### src/rtl/fxd_pkg.sv
package fxd_pkg;

    localparam int INSTR_W = 32;
    localparam int REG_W   = 5;
    localparam int CRF_W   = 3;

    localparam logic [5:0] PO_GPU     = 6'd4;
    localparam logic [5:0] PO_MULLI   = 6'd7;
    localparam logic [5:0] PO_SUBFIC  = 6'd8;
    localparam logic [5:0] PO_CMPI    = 6'd11;
    localparam logic [5:0] PO_ADDIC   = 6'd12;
    localparam logic [5:0] PO_ADDICR  = 6'd13;
    localparam logic [5:0] PO_ADDI    = 6'd14;
    localparam logic [5:0] PO_ADDIS   = 6'd15;
    localparam logic [5:0] PO_ORI     = 6'd24;
    localparam logic [5:0] PO_ORIS    = 6'd25;
    localparam logic [5:0] PO_XORI    = 6'd26;
    localparam logic [5:0] PO_XORIS   = 6'd27;
    localparam logic [5:0] PO_ANDI    = 6'd28;
    localparam logic [5:0] PO_ANDIS   = 6'd29;
    localparam logic [5:0] PO_EXT     = 6'd31;

    localparam logic [8:0] XO_ADD   = 9'd266;
    localparam logic [8:0] XO_SUBF  = 9'd40;
    localparam logic [8:0] XO_NEG   = 9'd104;
    localparam logic [8:0] XO_ADDE  = 9'd138;
    localparam logic [8:0] XO_SUBFE = 9'd136;
    localparam logic [8:0] XO_ADDZE = 9'd202;
    localparam logic [8:0] XO_MULLW = 9'd235;
    localparam logic [8:0] XO_DIVW  = 9'd491;
    localparam logic [7:0] XO_ADDEX = 8'd170;

    typedef enum logic [3:0] {
        OP_NOP  = 4'd0,
        OP_ADD  = 4'd1,
        OP_SUBF = 4'd2,
        OP_NEG  = 4'd3,
        OP_MUL  = 4'd4,
        OP_DIV  = 4'd5,
        OP_CMP  = 4'd6,
        OP_AND  = 4'd7,
        OP_OR   = 4'd8,
        OP_XOR  = 4'd9,
        OP_GPU  = 4'd10
    } fxd_op_e;

    typedef enum logic [1:0] {
        CIN_NONE = 2'd0,
        CIN_CA   = 2'd1,
        CIN_OV   = 2'd2
    } fxd_cin_e;

    typedef enum logic [2:0] {
        IMM_NONE    = 3'd0,
        IMM_SEXT    = 3'd1,
        IMM_SEXT_HI = 3'd2,
        IMM_ZEXT    = 3'd3,
        IMM_ZEXT_HI = 3'd4
    } fxd_imm_e;

    typedef struct packed {
        logic              illegal;
        fxd_op_e           op;
        logic [REG_W-1:0]  src_a;
        logic [REG_W-1:0]  src_b;
        logic [REG_W-1:0]  dst;
        logic              use_a;
        logic              use_b;
        logic              rt_wr;
        fxd_cin_e          cin;
        logic              ca_wr;
        logic              ov_wr;
        logic              co_to_ov;
        logic              cr_wr;
        logic [CRF_W-1:0]  cr_field;
        fxd_imm_e          imm_kind;
    } fxd_ctl_t;

    function automatic logic [5:0] f_opcode(input logic [INSTR_W-1:0] w);
        return w[31:26];
    endfunction

    function automatic logic is_logic_imm(input logic [5:0] po);
        return (po >= PO_ORI) && (po <= PO_ANDIS);
    endfunction

endpackage

### src/rtl/fxd_imm_gen.sv
module fxd_imm_gen
    import fxd_pkg::*;
#(
    parameter int XLEN = 64
) (
    input  logic [15:0]     imm16,
    input  fxd_imm_e        kind,
    output logic [XLEN-1:0] imm
);
    localparam int PAD_LO = XLEN - 16;
    localparam int PAD_HI = XLEN - 32;

    always_comb begin
        case (kind)
            IMM_SEXT:    imm = {{PAD_LO{imm16[15]}}, imm16};
            IMM_SEXT_HI: imm = {{PAD_HI{imm16[15]}}, imm16, 16'h0000};
            IMM_ZEXT:    imm = {{PAD_LO{1'b0}}, imm16};
            IMM_ZEXT_HI: imm = {{PAD_HI{1'b0}}, imm16, 16'h0000};
            default:     imm = '0;
        endcase
    end
endmodule

### src/rtl/fxd_opsel.sv
module fxd_opsel
    import fxd_pkg::*;
(
    input  logic [INSTR_W-1:0] instr,
    input  logic               gpu_en,
    output fxd_ctl_t           ctl
);
    logic [5:0]       po;
    logic [REG_W-1:0] f_rt, f_ra, f_rb;
    logic             f_oe, f_rc;
    logic [8:0]       f_xo9;
    logic [9:0]       f_xo10;
    logic [7:0]       f_xo8;
    logic [1:0]       f_cy;
    logic [CRF_W-1:0] f_bf;

    assign po     = f_opcode(instr);
    assign f_rt   = instr[25:21];
    assign f_ra   = instr[20:16];
    assign f_rb   = instr[15:11];
    assign f_oe   = instr[10];
    assign f_xo9  = instr[9:1];
    assign f_xo10 = instr[10:1];
    assign f_xo8  = instr[8:1];
    assign f_cy   = instr[10:9];
    assign f_rc   = instr[0];
    assign f_bf   = instr[25:23];

    fxd_ctl_t c;
    logic     bad;

    always_comb begin
        c   = '0;
        bad = 1'b0;
        case (po)
            PO_ADDI, PO_ADDIS: begin
                c.op       = OP_ADD;
                c.src_a    = f_ra;
                c.use_a    = (f_ra != '0);
                c.dst      = f_rt;
                c.rt_wr    = 1'b1;
                c.imm_kind = (po == PO_ADDIS) ? IMM_SEXT_HI : IMM_SEXT;
            end
            PO_MULLI: begin
                c.op       = OP_MUL;
                c.src_a    = f_ra;
                c.use_a    = 1'b1;
                c.dst      = f_rt;
                c.rt_wr    = 1'b1;
                c.imm_kind = IMM_SEXT;
            end
            PO_ADDIC, PO_ADDICR, PO_SUBFIC: begin
                c.op       = (po == PO_SUBFIC) ? OP_SUBF : OP_ADD;
                c.src_a    = f_ra;
                c.use_a    = 1'b1;
                c.dst      = f_rt;
                c.rt_wr    = 1'b1;
                c.ca_wr    = 1'b1;
                c.cr_wr    = (po == PO_ADDICR);
                c.imm_kind = IMM_SEXT;
            end
            PO_CMPI: begin
                c.op       = OP_CMP;
                c.src_a    = f_ra;
                c.use_a    = 1'b1;
                c.cr_wr    = 1'b1;
                c.cr_field = f_bf;
                c.imm_kind = IMM_SEXT;
            end
            PO_ORI, PO_ORIS, PO_XORI, PO_XORIS, PO_ANDI, PO_ANDIS: begin
                case (po)
                    PO_ANDI, PO_ANDIS: c.op = OP_AND;
                    PO_ORI,  PO_ORIS:  c.op = OP_OR;
                    default:           c.op = OP_XOR;
                endcase
                c.src_a    = f_rt;
                c.use_a    = 1'b1;
                c.dst      = f_ra;
                c.rt_wr    = 1'b1;
                c.cr_wr    = (po == PO_ANDI) || (po == PO_ANDIS);
                c.imm_kind = po[0] ? IMM_ZEXT_HI : IMM_ZEXT;
            end
            PO_GPU: begin
                if (gpu_en) begin
                    c.op    = OP_GPU;
                    c.src_a = f_ra;
                    c.src_b = f_rb;
                    c.dst   = f_rt;
                    c.use_a = 1'b1;
                    c.use_b = 1'b1;
                    c.rt_wr = 1'b1;
                end else begin
                    bad = 1'b1;
                end
            end
            PO_EXT: begin
                c.src_a = f_ra;
                c.use_a = 1'b1;
                if (f_xo10 == '0) begin
                    c.op       = OP_CMP;
                    c.src_b    = f_rb;
                    c.use_b    = 1'b1;
                    c.cr_wr    = 1'b1;
                    c.cr_field = f_bf;
                end else begin
                    c.dst   = f_rt;
                    c.rt_wr = 1'b1;
                    c.use_b = 1'b1;
                    c.ov_wr = f_oe;
                    c.cr_wr = f_rc;
                    case (f_xo9)
                        XO_ADD:   c.op = OP_ADD;
                        XO_SUBF:  c.op = OP_SUBF;
                        XO_MULLW: c.op = OP_MUL;
                        XO_DIVW:  c.op = OP_DIV;
                        XO_NEG: begin
                            c.op    = OP_NEG;
                            c.use_b = 1'b0;
                        end
                        XO_ADDE, XO_SUBFE, XO_ADDZE: begin
                            c.op    = (f_xo9 == XO_SUBFE) ? OP_SUBF : OP_ADD;
                            c.cin   = CIN_CA;
                            c.ca_wr = 1'b1;
                            c.use_b = (f_xo9 != XO_ADDZE);
                        end
                        default: begin
                            c.ov_wr = 1'b0;
                            c.cr_wr = 1'b0;
                            if (f_xo8 == XO_ADDEX && !f_cy[1]) begin
                                c.op       = OP_ADD;
                                c.cin      = CIN_OV;
                                c.ca_wr    = !f_cy[0];
                                c.co_to_ov = f_cy[0];
                            end else begin
                                bad = 1'b1;
                            end
                        end
                    endcase
                end
                if (c.use_b) c.src_b = f_rb;
            end
            default: bad = 1'b1;
        endcase

        if (bad) begin
            c         = '0;
            c.illegal = 1'b1;
        end
        ctl = c;
    end
endmodule

### src/rtl/fxd_port_gate.sv
module fxd_port_gate
    import fxd_pkg::*;
(
    input  logic     valid,
    input  fxd_ctl_t raw,
    output fxd_ctl_t gated,
    output logic     rd_a,
    output logic     rd_b
);
    always_comb begin
        gated = valid ? raw : '0;
        rd_a  = gated.use_a && !gated.illegal;
        rd_b  = gated.use_b && !gated.illegal;
    end
endmodule

### src/rtl/fxd_decoder.sv
module fxd_decoder
    import fxd_pkg::*;
#(
    parameter int XLEN = 64
) (
    input  logic            clk,
    input  logic            rst,
    input  logic            in_valid,
    input  logic [31:0]     in_instr,
    input  logic            in_gpu_en,
    output logic            out_valid,
    output logic            out_illegal,
    output logic [3:0]      out_op,
    output logic [4:0]      out_src_a,
    output logic [4:0]      out_src_b,
    output logic [4:0]      out_dst,
    output logic [XLEN-1:0] out_imm,
    output logic            out_rd_a,
    output logic            out_rd_b,
    output logic            out_rt_wr,
    output logic [1:0]      out_cin_sel,
    output logic            out_ca_wr,
    output logic            out_ov_wr,
    output logic            out_co_to_ov,
    output logic            out_cr_wr,
    output logic [2:0]      out_cr_field
);
    fxd_ctl_t        raw_ctl, nxt_ctl, q_ctl;
    logic            nxt_rd_a, nxt_rd_b;
    logic [XLEN-1:0] nxt_imm;
    logic            q_valid, q_rd_a, q_rd_b;
    logic [XLEN-1:0] q_imm;

    fxd_opsel u_opsel (
        .instr  (in_instr),
        .gpu_en (in_gpu_en),
        .ctl    (raw_ctl)
    );

    fxd_port_gate u_gate (
        .valid (in_valid),
        .raw   (raw_ctl),
        .gated (nxt_ctl),
        .rd_a  (nxt_rd_a),
        .rd_b  (nxt_rd_b)
    );

    fxd_imm_gen #(.XLEN(XLEN)) u_imm (
        .imm16 (in_instr[15:0]),
        .kind  (nxt_ctl.imm_kind),
        .imm   (nxt_imm)
    );

    always_ff @(posedge clk) begin
        if (rst) begin
            q_valid <= 1'b0;
            q_ctl   <= '0;
            q_rd_a  <= 1'b0;
            q_rd_b  <= 1'b0;
            q_imm   <= '0;
        end else begin
            q_valid <= in_valid;
            q_ctl   <= nxt_ctl;
            q_rd_a  <= nxt_rd_a;
            q_rd_b  <= nxt_rd_b;
            q_imm   <= nxt_imm;
        end
    end

    assign out_valid    = q_valid;
    assign out_illegal  = q_ctl.illegal;
    assign out_op       = q_ctl.op;
    assign out_src_a    = q_ctl.src_a;
    assign out_src_b    = q_ctl.src_b;
    assign out_dst      = q_ctl.dst;
    assign out_imm      = q_imm;
    assign out_rd_a     = q_rd_a;
    assign out_rd_b     = q_rd_b;
    assign out_rt_wr    = q_ctl.rt_wr;
    assign out_cin_sel  = q_ctl.cin;
    assign out_ca_wr    = q_ctl.ca_wr;
    assign out_ov_wr    = q_ctl.ov_wr;
    assign out_co_to_ov = q_ctl.co_to_ov;
    assign out_cr_wr    = q_ctl.cr_wr;
    assign out_cr_field = q_ctl.cr_field;

    // the strobe reappears exactly one cycle later
    a_r1_valid_delay: assert property (@(posedge clk) disable iff (rst)
        in_valid |=> out_valid);
    a_r1_idle_delay: assert property (@(posedge clk) disable iff (rst)
        !in_valid |=> !out_valid);
    // nothing requested or written while idle
    a_r1_idle_quiet: assert property (@(posedge clk) disable iff (rst)
        !out_valid |-> !(out_rd_a || out_rd_b || out_rt_wr || out_ca_wr ||
                         out_ov_wr || out_co_to_ov || out_cr_wr || out_illegal));
    // an illegal word leaves every control low
    a_r12_illegal_quiet: assert property (@(posedge clk) disable iff (rst)
        out_illegal |-> !(out_rd_a || out_rd_b || out_rt_wr || out_ca_wr ||
                          out_ov_wr || out_co_to_ov || out_cr_wr) && out_op == 4'd0);
    // accelerator group is refused while the mode bit is clear
    a_r11_gpu_locked: assert property (@(posedge clk) disable iff (rst)
        (in_valid && !in_gpu_en && in_instr[31:26] == 6'd4) |=> out_illegal);
    // immediate forms never take port B
    a_r10_imm_no_rb: assert property (@(posedge clk) disable iff (rst)
        (in_valid && in_instr[31:26] != 6'd31 && in_instr[31:26] != 6'd4) |=> !out_rd_b);
    // carry-out goes to one flag only
    a_r7_one_carry_dest: assert property (@(posedge clk) disable iff (rst)
        out_co_to_ov |-> !out_ca_wr && out_cin_sel == 2'd2);
    // a compare never writes a target register
    a_r8_cmp_no_wr: assert property (@(posedge clk) disable iff (rst)
        (out_valid && out_op == 4'd6) |-> !out_rt_wr && out_cr_wr);
endmodule

### config.mk
export PLATFORM = sky130hd
export DESIGN_NAME = fxd_decoder
export DESIGN_NICKNAME = d
export VERILOG_FILES = /design/src/rtl/fxd_pkg.sv /design/src/rtl/fxd_imm_gen.sv /design/src/rtl/fxd_opsel.sv /design/src/rtl/fxd_port_gate.sv /design/src/rtl/fxd_decoder.sv
export SDC_FILE = /design/constraint.sdc
export NUM_CORES = 1
export LEC_CHECK = 0
export BUFFER_PORTS_ARGS = -buffer_cell sky130_fd_sc_hd__buf_2
export CORE_ASPECT_RATIO = 2
export CORE_MARGIN = 3
export CORE_UTILIZATION = 47
export DETAILED_ROUTE_END_ITERATION = 16
export GPL_ROUTABILITY_DRIVEN = 0
export HOLD_SLACK_MARGIN = 0.08
export PLACE_DENSITY = 0.83
export SLEW_MARGIN = 10
export SYNTH_ARGS = -nofsm -noshare
export SYNTH_HDL_FRONTEND = slang
export SYNTH_SLANG_ARGS = --single-unit
### constraint.sdc
create_clock -name clk -period 2.7 [get_ports clk]
set_clock_uncertainty 0.05 [all_clocks]
set_input_delay 0.54 -clock clk [delete_from_list [all_inputs] [get_ports clk]]
set_output_delay 0.54 -clock clk [all_outputs]
set_load 0.02 [all_outputs]
; ---- Yosys cells after proc, flatten, opt, wreduce, memory -nomap -nowiden
; Index checks and enable logic that the tools add are counted.
[word_totals]
ff_bits = 97
[classes]
n_eq_ne = 29
muxes = 42
bitwise = 4
reduce_logical = 26
[ops]
columns = cell, n
row1 = $pmux W64 S4, 1
row2 = $mux W35, 2
row3 = $pmux W9 S7, 1
row4 = $eq A6 B5 Y1 const B, 7
row5 = $eq A6 B4 Y1 const B, 6
row6 = $eq A9 B8 Y1 const B, 4
row7 = $pmux W4 S6, 1
row8 = $reduce_or A12 Y1, 2
row9 = $mux W22, 1
row10 = $pmux W5 S4, 1
row11 = $eq A9 B9 Y1 const B, 2
row12 = $reduce_or A6 Y1, 3
row13 = $mux W5, 3
row14 = $reduce_or A5 Y1, 3
row15 = $reduce_or A14 Y1, 1
row16 = $reduce_or A13 Y1, 1
row17 = $eq A6 B3 Y1 const B, 2
row18 = $mux W3, 4
row19 = $pmux W3 S2, 2
row20 = $logic_not A10 Y1, 1
row21 = $mux W2, 5
row22 = $pmux W5 S2, 1
row23 = $eq A9 B6 Y1 const B, 1
row24 = $eq A9 B7 Y1 const B, 1
row25 = 21 further kinds, 45

; ---- Logic depth before layout (Yosys ltp)
[depth]
word_depth = 11
mapped_depth = 7
mapped_depth_nobuf = 5

; ---- Cells and area by module
; From an unflattened synthesis, not the netlist that was laid out.
[hier_totals]
hier_cells = 507
hier_area_um2 = 4739.5
[modules_own_cells]
columns = mod, n_inst, cells_each, area_per_inst_um2, seq_area_each_um2
row1 = fxd_decoder, 1, 204, 2608.8, 1941.9
row2 = fxd_opsel, 1, 174, 1244.9, 0.0
row3 = fxd_imm_gen, 1, 89, 588.1, 0.0
row4 = fxd_port_gate, 1, 40, 297.8, 0.0

; ---- Least setup slack after synthesis
; OpenSTA, ideal clock, no wires.
[synth_timing]
kind = input -> register
startpoint = in in_instr[31]
endpoint = reg q_ctl, in the netlist out_src_b[2]
setup_ps = 133
arrival_ps = 2076
setup_slack_ps = 441
path_stages = 7
path_buffers = 2
cell_sequence = buf_4 > and2b_2 > nand4_4 > or4_4 > o21ai_4 > buf_6 > nor3b_1
[synth_via]
elab_chain_len = 4
word_cells_on_any_way = 19
classes_between = eq/ne (15) / mux (2) / reduce/logical (2)
[synth_rtl]
columns = element, line_no
row1 = "start, declared", fxd_decoder.sv:9  ; input logic [31:0] in_instr,
row2 = "$eq A6 B4 Y1, or another cell as far along", fxd_opsel.sv:35  ; case (po)
row3 = $reduce_or A13 Y1 (no line), --
row4 = $pmux W1 S3, fxd_opsel.sv:35
row5 = $reduce_or A3 Y1 (no line), --
row6 = "end signal, assigned", fxd_decoder.sv:63  ; q_ctl <= nxt_ctl;
row7 = "end, declared", fxd_decoder.sv:28  ; fxd_ctl_t raw_ctl, nxt_ctl, q_ctl;
; Parallel ways exist; a longest one is shown, timed or not.
; A chain may end at the register's enable or synchronous reset.

; ---- Worst setup path in the final report
[layout_timing]
startpoint = in in_instr[30]
endpoint = reg q_imm[21], in the netlist out_imm[21]
[layout_via]
elab_chain_len = 7
word_cells_on_any_way = 29
classes_between = eq/ne (19) / mux (6) / reduce/logical (4)
[layout_rtl]
columns = element, line_no
row1 = "$eq A6 B4 Y1, or another cell as far along", fxd_opsel.sv:35
row2 = "$reduce_or A13 Y1 (no line), or another cell as far along", --
row3 = $pmux W1 S3 / $pmux W3 S3 (equally long branches), fxd_opsel.sv:35
row4 = $mux W35 *, fxd_opsel.sv:145  ; if (bad) begin
row5 = $mux W35 *, fxd_port_gate.sv:11  ; gated = valid ? raw : '0;
row6 = "$eq A3 B3 Y1, or another cell as far along", fxd_imm_gen.sv:14  ; case (kind)
row7 = $pmux W64 S4 *, fxd_imm_gen.sv:14
row8 = "end signal, assigned", fxd_decoder.sv:66  ; q_imm <= nxt_imm;
row9 = "end, declared", fxd_decoder.sv:32  ; logic [XLEN-1:0] q_imm;
; Mark *: on every way between the ends. The rest lies on a longest branch, timed or not.

==> run_results.csv <==
group,metric,value,unit
status,run_status,"finished clean",
logic_synthesis,synth_seq_area_share,0.444,
cts,ctsHoldBuffers,0,
floorplanning,num_rows,40,
logic_synthesis,mappedNetlistNets,352,
route,dr.pass1.iters,5,
logic_synthesis,synth.lib_cells_used.distinct,57,
global_route,first_global_vias,2734,
logic_synthesis,yosys.area_share.adder,0,
cts,clockBufferDepth,2,
placement,placedInstanceArea,3500,um2
logic_synthesis,postSynth.asyncResetShare,0,
power_and_ir_drop,clock_power_frac,0.496,
logic_synthesis,leading_cell_types_by_total_area_after_synthesis,"sky130_fd_sc_hd__dfxtp_1 44%, sky130_fd_sc_hd__buf_4 8.6%, sky130_fd_sc_hd__a21o_1 4.8%",
cts,cts_tree,"done",
floorplanning,die-width,62.3,um
logic_synthesis,postSynthAreaPerCell,9.43,um2
cts,clock_sinks,66,
worst_setup_path,critical_path.endpoint_type,"flop",
logic_synthesis,yosys.cell_count.top_type,"sky130_fd_sc_hd__dfxtp_1",
power_and_ir_drop,power.ir.vdd_worst,0.568,mV
finish,nNetsFinal,458,
sta,fmaxAchievable,457,MHz
global_route,grt_util_all_layers,0.228,
power_and_ir_drop,pwr-share-seq,0.419,
route,detail_route.iter0.violations,206,
worst_setup_path,critical_path_peak_fanout,15,
worst_setup_path,critPathRequiredTime,2.93,ns
floorplanning,fp.dieH,119,um
floorplanning,fp.dieArea,7390,um2
worst_setup_path,cp-start-kind,"input port",
finish,proportion_of_layout_cells_with_a_drive_suffix_above_1,0.400,
power_and_ir_drop,power_frac_comb,0.085,
global_route,grt_start_max_net_pins,33,
logic_synthesis,dominantRegCellSynth,"sky130_fd_sc_hd__dfxtp_1",
floorplanning,initial_core_util,0.492,
min_path,min_path_type,"in -> reg",
power_and_ir_drop,total_switching_power,554,uW
route,drt-vias-per-instance,5.34,
finish,postLayoutCoreUtil,0.629,
sta,max_slew.worst_pin.slew,0.990,ns
route,wl,8200,um
sta,fin_crit_sh,0.810,
logic_synthesis,largest_family_of_logic_cells_by_synthesized_area,"simple AND/OR/NAND/NOR gates",
worst_setup_path,worst_path_max_delay_cell,"sky130_fd_sc_hd__nor2_1",
route,routedWlPerCell,16.0,um
power_and_ir_drop,power_density,616,nW/um2
cts,tritoncts.num_buffers,9,
sta,finalCriticalPeriod,2.19,ns
logic_synthesis,synth.top_cells.by_count,"66 x sky130_fd_sc_hd__dfxtp_1, 34 x sky130_fd_sc_hd__buf_4, 22 x sky130_fd_sc_hd__nor2_1",
cts,clk_pin_slew,0.05,ns
sta,worst_slew_margin_rel,0.338,
global_route,antenna_found_initial,0,
placement,place_worst_setup_slack,0.180,ns
logic_synthesis,post_synth_instance_area,2980,um2
finish,area_growth_syn_to_layout,27.8,%
global_route,grt_first_pass_wirelength,13200,um
global_route,globalRoute.totalOverflow,0,
logic_synthesis,synth-warning-count,0,
worst_setup_path,crit_arrival,2.41,ns
logic_synthesis,synth_largest_area_cell,"sky130_fd_sc_hd__dfxtp_1",
logic_synthesis,synth-xor-area-share,0.00294,
route,postRouteAntennaNets,0,
logic_synthesis,synthesized_area_fraction_occupied_by_and_or_nand_nor_cells,0.255,
route,drcViolationCount,0,
logic_synthesis,syn-instance-count,316,
sta,rsz_0062_raised_after_global_routing,"false",
power_and_ir_drop,static_power_due_to_leakage,0.00194,uW
worst_setup_path,crit_type,"in -> reg",
sta,slew_viol_final,0,
route,vias,2731,
logic_synthesis,synth_enable_flop_cells,0,
worst_setup_path,critical_path_s_largest_stage_delay,0.81,ns
power_and_ir_drop,p_sw_frac,0.236,
logic_synthesis,synth-seq-cells,66,
job,total_of_max_cap_violations,0,
placement,buffer_ports.inserted,132,
sta,final_critical_path_setup_slack,0.513,ns
worst_setup_path,crit_chain,"buf_2, and2_1, o21ai_0, nand4_1, nor2_1, a21o_1",
finish,insertedDiodeCount,0,
logic_synthesis,synth_compound_area_frac,0.178,
cts,htree_levels,3,
sta,number_of_hold_slack_violations_in_the_final_timing_report,0,
floorplanning,ioPinCount,133,
logic_synthesis,synthMuxAreaShare,0.00714,
sta,setup_viol,0,
power_and_ir_drop,internal-power,1790,uW
logic_synthesis,post-synth-top-area-fraction,0.444,
sta,finalSetupTns,0,ns
cts,cts-root-buf,"sky130_fd_sc_hd__clkbuf_16",
cts,postCtsSetupBuffers,0,
floorplanning,core,6060,um2
placement,hpwl_after_dpl,6220,um
finish,post-route-cell-area,3810,um2
cts,post_cts.resized_instances,0,
-- layout by cell type, fill, tap and decap left out, drive strengths merged, types with 2 or more instances in the layout --
cell type,n
buf,141
nor2b,8
nand3,5
nor3b,10
a21o,19
and2,18
nor4,9
nand4,4
nand3b,2
o211ai,3
inv,6
nand2b,3
o22ai,2
a22oi,12
a221oi,2
clkbuf,10
o21ai,9
or4,4
dfxtp,66
nor3,11
o21a,2
a21oi,6
clkinv,3
a31oi,5
nor2,22
nor4b,2
nand2,19
a21boi,2
and3b,2
-- path summary, 6_finish.rpt --
path	startpoint	endpoint	slack [ns]	cells after the start
worst min-delay path	in_instr[13]	out_imm[29]	0.39	2
worst max-delay path	in_instr[30]	out_imm[21]	0.51	6
-- state kept, by name, indices dropped and copies added, names as in the netlist --
name,count
out_ca_wr,1
out_illegal,1
out_src_b,5
out_op,4
out_co_to_ov,1
out_imm,33
out_rt_wr,1
out_rd_b,1
out_cr_wr,1
out_src_a,5
out_dst,5
out_ov_wr,1
out_cin_sel,2
out_cr_field,3
out_valid,1
out_rd_a,1
-- layout make-up --
| cell class | count | area, um2 |
|---|---|---|
| Fill cell | 515 | 2250 |
| Sequential cell | 66 | 1320 |
| Multi-Input combinational cell | 199 | 1320 |
| Timing Repair Buffer | 141 | 741 |
| Clock buffer | 10 | 239 |
| Tap cell | 84 | 105 |
| Clock inverter | 6 | 65.1 |
| Inverter | 5 | 18.8 |
-- power by group through the flow --
| stage | logic (uW) | clock network (uW) | registers, uW |
|---|---|---|---|
| after floorplan | 112 | 0 | 1010 |
| after global placement | 194 | 0 | 1000 |
| after detailed placement | 196 | 0 | 1000 |
| after CTS | 198 | 1170 | 984 |
| after global routing | 219 | 1230 | 984 |
| final | 200 | 1160 | 983 |
-- metal layers --
metal	track usage	vias up	share of wire	wire [um]
met5	0	-	0	0
met4	0.183	0	0.060	492
met3	0.0523	36	0.055	454
met2	0.429	135	0.56	4600
met1	0.199	1255	0.32	2650
li1	-	1305	-	-
-- worst max-delay path: cells and delay by family --
family                 cells  cell delay (ns)
AO/OA/AOI/OAI              2             0.46
AND/OR/NAND/NOR            3             1.23
buffers and inverters      1             0.17
-- logic make-up after synthesis --
group	Yosys count
buf+inv	51
simple gates	125
flops	66
xor+xnor	1
compound gates	71
mux	2
-- metrics by stage --
stage / total power, uW / hold WS [ns] / cells
2_1_floorplan: 1130 / 0.569 / 316
3_3_place_gp: 1200 / 0.721 / 495
3_5_place_dp: 1200 / 0.726 / 495
4_1_cts: 2350 / 0.379 / 511
5_1_grt: 2430 / 0.387 / 511
6_report: 2350 / 0.387 / 511
No activity file was read; power rests on OpenSTA's default activity.
